[config.mk]
export PLATFORM = sky130hd
export DESIGN_NAME = inv_dispatch
export DESIGN_NICKNAME = d
export VERILOG_FILES = /design/src/rtl/inv_pkg.sv /design/src/rtl/inv_span_mask.sv /design/src/rtl/inv_cmd_decode.sv /design/src/rtl/inv_dispatch.sv
export SDC_FILE = /design/constraint.sdc
export NUM_CORES = 1
export LEC_CHECK = 0
export BUFFER_PORTS_ARGS = -buffer_cell sky130_fd_sc_hd__buf_2
export CORE_MARGIN = 5
export CORE_UTILIZATION = 49
export DETAILED_ROUTE_END_ITERATION = 7
export PLACE_DENSITY = 0.82
export SLEW_MARGIN = 20
export SYNTH_ARGS = -nofsm -noshare
export SYNTH_HDL_FRONTEND = slang
export SYNTH_SLANG_ARGS = --single-unit
export TNS_END_PERCENT = 10
[constraint.sdc]
create_clock -name clk -period 0.8 [get_ports clk]
set_input_delay 0 -clock clk [delete_from_list [all_inputs] [get_ports clk]]
set_output_delay 0 -clock clk [all_outputs]
set_load 0.05 [all_outputs]
[src/rtl/inv_pkg.sv]
package inv_pkg;
   localparam int OP_W = 8;

   localparam logic [OP_W-1:0] OP_CFG_SID      = 8'h03;
   localparam logic [OP_W-1:0] OP_CFG_SID_SPAN = 8'h04;
   localparam logic [OP_W-1:0] OP_CFG_CTX      = 8'h05;
   localparam logic [OP_W-1:0] OP_CFG_CTX_ALL  = 8'h06;
   localparam logic [OP_W-1:0] OP_S1_ALL       = 8'h10;
   localparam logic [OP_W-1:0] OP_S1_ASID      = 8'h11;
   localparam logic [OP_W-1:0] OP_S1_ADDR      = 8'h12;
   localparam logic [OP_W-1:0] OP_S12_VM       = 8'h28;
   localparam logic [OP_W-1:0] OP_S2_IPA       = 8'h2A;
   localparam logic [OP_W-1:0] OP_GLOBAL_ALL   = 8'h30;

   typedef enum logic [2:0] {
      SC_ALL     = 3'd0,
      SC_S1_VM   = 3'd1,
      SC_ASID    = 3'd2,
      SC_S1_ADDR = 3'd3,
      SC_S12_VM  = 3'd4,
      SC_S2_IPA  = 3'd5
   } scope_e;

   typedef enum logic [1:0] {
      EC_NONE    = 2'd0,
      EC_ILLEGAL = 2'd1
   } errc_e;
endpackage

[src/rtl/inv_span_mask.sv]
module inv_span_mask #(
   parameter int SID_W   = 16,
   parameter int RANGE_W = 5
) (
   input  logic [RANGE_W-1:0] range_i,
   input  logic [SID_W-1:0]   sid_i,
   output logic [SID_W-1:0]   lo_o,
   output logic [SID_W-1:0]   hi_o
);
   logic [SID_W-1:0] mask;

   for (genvar i = 0; i < SID_W; i++) begin : g_bit
      assign mask[i] = (int'(range_i) >= i);
   end

   assign lo_o = sid_i & ~mask;
   assign hi_o = sid_i | mask;
endmodule

[src/rtl/inv_cmd_decode.sv]
module inv_cmd_decode
   import inv_pkg::*;
(
   input  logic [OP_W-1:0] op_i,
   input  logic            secure_i,
   input  logic            dev_i,
   input  logic            s1_i,
   input  logic            s2_i,
   output logic            do_cfg_o,
   output logic            do_span_o,
   output logic            do_tlb_o,
   output logic            do_err_o,
   output scope_e          scope_o,
   output logic            keep_asid_o,
   output logic            keep_vmid_o,
   output logic            any_vmid_o
);
   always_comb begin
      do_cfg_o    = 1'b0;
      do_span_o   = 1'b0;
      do_tlb_o    = 1'b0;
      do_err_o    = 1'b0;
      scope_o     = SC_ALL;
      keep_asid_o = 1'b0;
      keep_vmid_o = 1'b0;
      any_vmid_o  = 1'b0;
      case (op_i)
         OP_CFG_SID, OP_CFG_CTX, OP_CFG_CTX_ALL: begin
            if (secure_i)   do_err_o = 1'b1;
            else if (dev_i) do_cfg_o = 1'b1;
         end
         OP_CFG_SID_SPAN: begin
            do_cfg_o  = 1'b1;
            do_span_o = 1'b1;
         end
         OP_S1_ASID, OP_S1_ADDR: begin
            if (!s1_i) do_err_o = 1'b1;
            else begin
               do_tlb_o    = 1'b1;
               scope_o     = (op_i == OP_S1_ASID) ? SC_ASID : SC_S1_ADDR;
               keep_asid_o = 1'b1;
               keep_vmid_o = s2_i;
               any_vmid_o  = !s2_i;
            end
         end
         OP_S1_ALL: begin
            if (!s1_i) do_err_o = 1'b1;
            else if (s2_i) begin
               do_tlb_o    = 1'b1;
               scope_o     = SC_S1_VM;
               keep_vmid_o = 1'b1;
            end else begin
               do_tlb_o   = 1'b1;
               scope_o    = SC_ALL;
               any_vmid_o = 1'b1;
            end
         end
         OP_GLOBAL_ALL: begin
            do_tlb_o   = 1'b1;
            scope_o    = SC_ALL;
            any_vmid_o = 1'b1;
         end
         OP_S12_VM, OP_S2_IPA: begin
            if (!s2_i) do_err_o = 1'b1;
            else begin
               do_tlb_o    = 1'b1;
               scope_o     = (op_i == OP_S12_VM) ? SC_S12_VM : SC_S2_IPA;
               keep_vmid_o = 1'b1;
            end
         end
         default: do_err_o = 1'b1;
      endcase
   end
endmodule

[src/rtl/inv_dispatch.sv]
module inv_dispatch
   import inv_pkg::*;
#(
   parameter int SID_W   = 16,
   parameter int ASID_W  = 16,
   parameter int VMID_W  = 16,
   parameter int RANGE_W = 5
) (
   input  logic               clk,
   input  logic               rst_n,
   input  logic               cmd_valid,
   input  logic [7:0]         cmd_op,
   input  logic [SID_W-1:0]   cmd_sid,
   input  logic               cmd_secure,
   input  logic [ASID_W-1:0]  cmd_asid,
   input  logic [VMID_W-1:0]  cmd_vmid,
   input  logic [RANGE_W-1:0] cmd_range,
   input  logic               dev_present,
   input  logic               cap_s1,
   input  logic               cap_s2,
   output logic               cfg_flush_valid,
   output logic [SID_W-1:0]   cfg_sid_lo,
   output logic [SID_W-1:0]   cfg_sid_hi,
   output logic               tlb_inv_valid,
   output logic [2:0]         tlb_scope,
   output logic [ASID_W-1:0]  tlb_asid,
   output logic [VMID_W-1:0]  tlb_vmid,
   output logic               tlb_vmid_any,
   output logic               err_valid,
   output logic [1:0]         err_code
);
   if (SID_W < 1 || ASID_W < 1 || VMID_W < 1 || RANGE_W < 1) begin : g_bad_width
      $error("inv_dispatch: every width must be at least 1");
   end
   if (OP_W != 8) begin : g_bad_op
      $error("inv_dispatch: opcode field must be 8 bits");
   end

   logic       d_cfg, d_span, d_tlb, d_err, d_keep_asid, d_keep_vmid, d_any;
   scope_e     d_scope;
   logic [SID_W-1:0] span_lo, span_hi;

   inv_cmd_decode u_dec (
      .op_i        (cmd_op),
      .secure_i    (cmd_secure),
      .dev_i       (dev_present),
      .s1_i        (cap_s1),
      .s2_i        (cap_s2),
      .do_cfg_o    (d_cfg),
      .do_span_o   (d_span),
      .do_tlb_o    (d_tlb),
      .do_err_o    (d_err),
      .scope_o     (d_scope),
      .keep_asid_o (d_keep_asid),
      .keep_vmid_o (d_keep_vmid),
      .any_vmid_o  (d_any)
   );

   inv_span_mask #(.SID_W(SID_W), .RANGE_W(RANGE_W)) u_span (
      .range_i (cmd_range),
      .sid_i   (cmd_sid),
      .lo_o    (span_lo),
      .hi_o    (span_hi)
   );

   always_ff @(posedge clk or negedge rst_n) begin
      if (!rst_n) begin
         cfg_flush_valid <= 1'b0;
         cfg_sid_lo      <= '0;
         cfg_sid_hi      <= '0;
         tlb_inv_valid   <= 1'b0;
         tlb_scope       <= '0;
         tlb_asid        <= '0;
         tlb_vmid        <= '0;
         tlb_vmid_any    <= 1'b0;
         err_valid       <= 1'b0;
         err_code        <= EC_NONE;
      end else begin
         cfg_flush_valid <= cmd_valid && d_cfg;
         cfg_sid_lo      <= (cmd_valid && d_cfg) ? (d_span ? span_lo : cmd_sid) : '0;
         cfg_sid_hi      <= (cmd_valid && d_cfg) ? (d_span ? span_hi : cmd_sid) : '0;
         tlb_inv_valid   <= cmd_valid && d_tlb;
         tlb_scope       <= (cmd_valid && d_tlb) ? d_scope : SC_ALL;
         tlb_asid        <= (cmd_valid && d_tlb && d_keep_asid) ? cmd_asid : '0;
         tlb_vmid        <= (cmd_valid && d_tlb && d_keep_vmid) ? cmd_vmid : '0;
         tlb_vmid_any    <= cmd_valid && d_tlb && d_any;
         err_valid       <= cmd_valid && d_err;
         err_code        <= (cmd_valid && d_err) ? EC_ILLEGAL : EC_NONE;
      end
   end
endmodule

==> results of run 1 <==
==> cells by family after synthesis <==
kind of cell	Yosys count
AND/OR/NAND/NOR	112
flip-flops	71
AO/OA/AOI/OAI	40
buffers and inverters	19
XOR/XNOR	1
adder cells (fa/ha/maj)	1
other	1
==> per-stage QoR <==
step	setup slack (ns)	cells	area [sq um]
after detailed placement	-0.637	488	3990
after CTS	-0.158	559	5350
after global placement	-0.592	488	3990
after floorplan	-0.326	245	2930
==> Yosys cell counts, drive strengths merged (2+ instances only) <==
cell type and instances:
nand2 26, a21boi 3, and2 18, and3b 12
dfrtp 71, nor2b 3, a21oi 9, o21a 15
nor3 21, o21ai 5, clkbuf 4, inv 6
nand4b 2, nand3 3, and3 6, buf 9
nor2 15
==> what timing repair did <==
item                                    in CTS
hold buffers                                49
pin swaps                                   13
resized for setup                          172
endpoints found under the hold margin      135
cloned                                       3
endpoints found under the setup margin     142
buffers inserted                             3
==> flow_summary.toml, run 1 <==
[synthesis]
synth-simple-area-share = 0.224
synth_edf_count = 0
synth_top_cell_area_share = 0.631
synthArstFlopShare = 1.00
syn_avg_cell_area_sq_um = 11.5
synth.area.top_cells = "dfrtp_1, and2_1, o21a_1"
synth_top_area_cell = "dfrtp_1"
syn_inst = 245
synthAdderAreaFrac = 0.00400
syn_area_sq_mm = 0.00281
synth_top_family_by_area = "simple AND/OR/NAND/NOR gates"
synth-compound-area-share = 0.0969
synth-xor-area-share = 0.00578
muxShareOfSynthArea = 0
yosys_warnings = 0
yosysSeqAreaShare = 0.631
ys.flop_type = "dfrtp_1"
yosysUniqueCellTypes = 42
synth_fp_nets = 313
ys_ff_latch = 71

[clock_tree]
htreeDepth = 3
cts-root-buf = "clkbuf_8"
clock_path_buffers = 2
clock-sinks = 71
cts_buffers = 9

[place]
portBuffers = 139
dp_hpwl_um = 5690
place_congestion = 0.909

[run_status]
firstError = "[ERROR DPL-0038] Utilization greater than 100%, impossible to legalize"
status = "did not finish"
haltStage = "5_1_grt"

[sta]
worst-ep-kind = "register input"
grt-worst-endpoint = "cfg_sid_lo[8]$_DFF_PN0_/D"

[floorplanning]
ios = 141
dieHeight_um = 85.8
rows = 27
die_w_um = 85.8
initial_core_util = 0.508

[global_routing]
grt_start_max_net_pins = 72
==> run 2: changes to the inputs <==
--- a/config.mk
+++ b/config.mk
@@ -7,9 +7,9 @@
 export LEC_CHECK = 0
 export BUFFER_PORTS_ARGS = -buffer_cell sky130_fd_sc_hd__buf_2
 export CORE_MARGIN = 5
-export CORE_UTILIZATION = 49
+export CORE_UTILIZATION = 36
 export DETAILED_ROUTE_END_ITERATION = 7
-export PLACE_DENSITY = 0.82
+export PLACE_DENSITY_LB_ADDON = 0.15
 export SLEW_MARGIN = 20
 export SYNTH_ARGS = -nofsm -noshare
 export SYNTH_HDL_FRONTEND = slang
==> run 2 against run 1 <==
  * The flow now finishes, with violations (negative setup slack)
  * Synthesized cell count did not move
  * Synthesized area did not move
==> flow_summary.toml, run 2 <==
[clock_tree]
cts-root-buf = "clkbuf_8"
clk_pin_slew_ns = 0.07
clock-sinks = 71
cts_tree = "built"
cts_buffers = 9
clock_path_buffers = 2
htreeDepth = 3

[synthesis]
yosysSeqAreaShare = 0.631
yosysMostFrequentCell = "dfrtp_1"
synth_top_area_cell = "dfrtp_1"
syn_inst = 245
synth_edf_count = 0
synth.area.top_cells = "dfrtp_1, and2_1, o21a_1"
ys.flop_type = "dfrtp_1"
ys_ff_latch = 71
yosysUniqueCellTypes = 42
ys_top_cells_by_count = "dfrtp_1, nand2_1, nor3_1, and2_1"
synth_top_cell_area_share = 0.631
syn_avg_cell_area_sq_um = 11.5
syn_area_sq_mm = 0.00281
synthArstFlopShare = 1.00
synth_fp_nets = 313
yosys_warnings = 0

[pwr]
power.static_leakage_nw = 2.80
finalPower_mw = 6.89
power_density_mw_per_mm2 = 1250
ir_drop_uv = 962

[global_routing]
gr-total-overflow = 0
grt_pass1_vias = 2921
use_met3 = 0.0389
grt_first_pass_wirelength_um = 13700
grt_start_max_net_pins = 47
antenna_found_initial = 0
grt_usage = 0.178
grt_use_met1 = 0.190
grt_use_met2 = 0.339
top_usage_layer = "met2"

[sta]
fmax_mhz = 989
rsz0062_at_grt = "true"
setup-violations-final = 141
final-hold-violation-count = 0
setup_tns_ns = -14.92
drv_slew = 0
setup_ws_ns = -0.211
period_needed_ns = 1.01
min_period_over_period = 1.26

[worst_setup_path]
critPathMaxStageDelay_ns = 0.31
worst-setup-path-type = "in2reg"
critPathCaptureType = "flop"
crit_required_ns = 1.08
path_common_cell = "and3_4"
crit_arrival_ns = 1.29
critPathBufInv = 2
worstPathCellList = "buf_6 > nand2b_4 > maj3_2 > o22ai_2 > and3_4 > clkbuf_16 > and3_4"
cp-start-kind = "input port"
crit_family = "simple AND/OR/NAND/NOR gates"
startpoint = "cmd_secure"
crit_path_max_fanout = 8
slowest_stage = "maj3_2"

[detailed_routing]
wl_per_cell_um = 15.7
vias = 2755
ant_nets = 0
vias_per_cell = 4.64
drtIter0Drc = 72
dr.pass1.iters = 4
wl_um = 9330
drc = 0

[floorplanning]
ios = 141
die_area_sq_mm = 0.00968
rows = 32
die_w_um = 98.4
dieHeight_um = 98.4
initial_core_util = 0.366
core_area_sq_mm = 0.00769

[cells_and_area]
area_growth_pct = 95.5
layout.nets = 557
final_common_cell = "buf_6"
final_cell_mix = "buf_6, dfrtp_1, buf_2, dlygate4sd3_1, buf_4"
drive_gt1_frac = 0.522
num_antenna_cells = 0
fin_cells = 594

[run_status]
status = "finished, violations left"
violations = "negative setup slack"

[place]
dp_hpwl_um = 5710
place_congestion = 0.837
dp.cells = 517
portBuffers = 139

[worst_hold_path]
hold_path.class = "in2reg"
hp-start = "cap_s2"

[job]
max-cap-violations = 0
-- run 2: final cells by class --
| type | count | area, sq um |
|---|---|---|
| Tap cell | 102 | 128 |
| Clock inverter | 5 | 27.5 |
| Timing Repair Buffer | 245 | 2220 |
| Sequential cell | 71 | 1780 |
| Inverter | 6 | 22.5 |
| Fill cell | 569 | 2190 |
| Clock buffer | 9 | 124 |
| Multi-Input combinational cell | 156 | 1200 |
-- run 2: path summary, 6_finish.rpt --
path | endpoint | slack [ns] | cells after the start
setup / recovery | cfg_sid_lo[15]$_DFF_PN0_ | -0.21 | 7
hold / removal | tlb_scope[2]$_DFF_PN0_ | 0.07 | 4
max in group asynchronous | cfg_sid_lo[2]$_DFF_PN0_ | 0.07 | 3
min in group asynchronous | err_code[0]$_DFF_PN0_ | 0.17 | 3
-- run 2: what timing repair did --
action | CTS | global route
buffers inserted | 2 | 5
gates cloned | 0 | 6
pin swaps | 5 | 13
hold buffers | 50 | 0
gates resized for setup | 156 | 37
endpoints found under the hold margin | 135 | 0
endpoints found under the setup margin | 141 | 143
-- run 2: stage by stage --
| stage | setup WS [ns] | hold slack (ns) | area, sq um | utilization |
|---|---|---|---|---|
| finish | -0.211 | 0.0660 | 5500 | 0.715 |
| global route | -0.228 | 0.0629 | 5500 | 0.715 |
| CTS | -0.144 | 0.0242 | 5170 | 0.673 |
| detailed placement | -0.607 | -0.190 | 4010 | 0.521 |
| global placement | -0.607 | -0.190 | 4010 | 0.521 |
| floorplan | -0.326 | -0.296 | 2930 | - |
-- run 2: metal layers --
layer,vias up,part of all wire
met3,17,0.048
met1,1321,0.39
met5,-,0
li1,1318,-
met2,99,0.54
met4,0,0.019
-- run 2: cells by family (layout without fill, tap and decap cells) --
group | count (synthesis) | after routing | share of synthesized area
xor gates and xnor gates | 1 | 1 | 0.00578
DFF | 71 | 71 | 0.631
adders and majority gates | 1 | 1 | 0.00400
AOI/OAI and AO/OA | 40 | 40 | 0.0969
buffers and inverters | 19 | 265 | 0.0365
other | 1 | 1 | 0.00133
and+or+nand+nor | 112 | 113 | 0.224
-- run 2: power breakdown --
part           switching, mW  internal (mW)
Sequential           0.00506           3.59
Combinational          0.448          0.517
Clock                   1.26           1.07
Total                   1.72           5.18
Power figures use the tool's default switching activity.
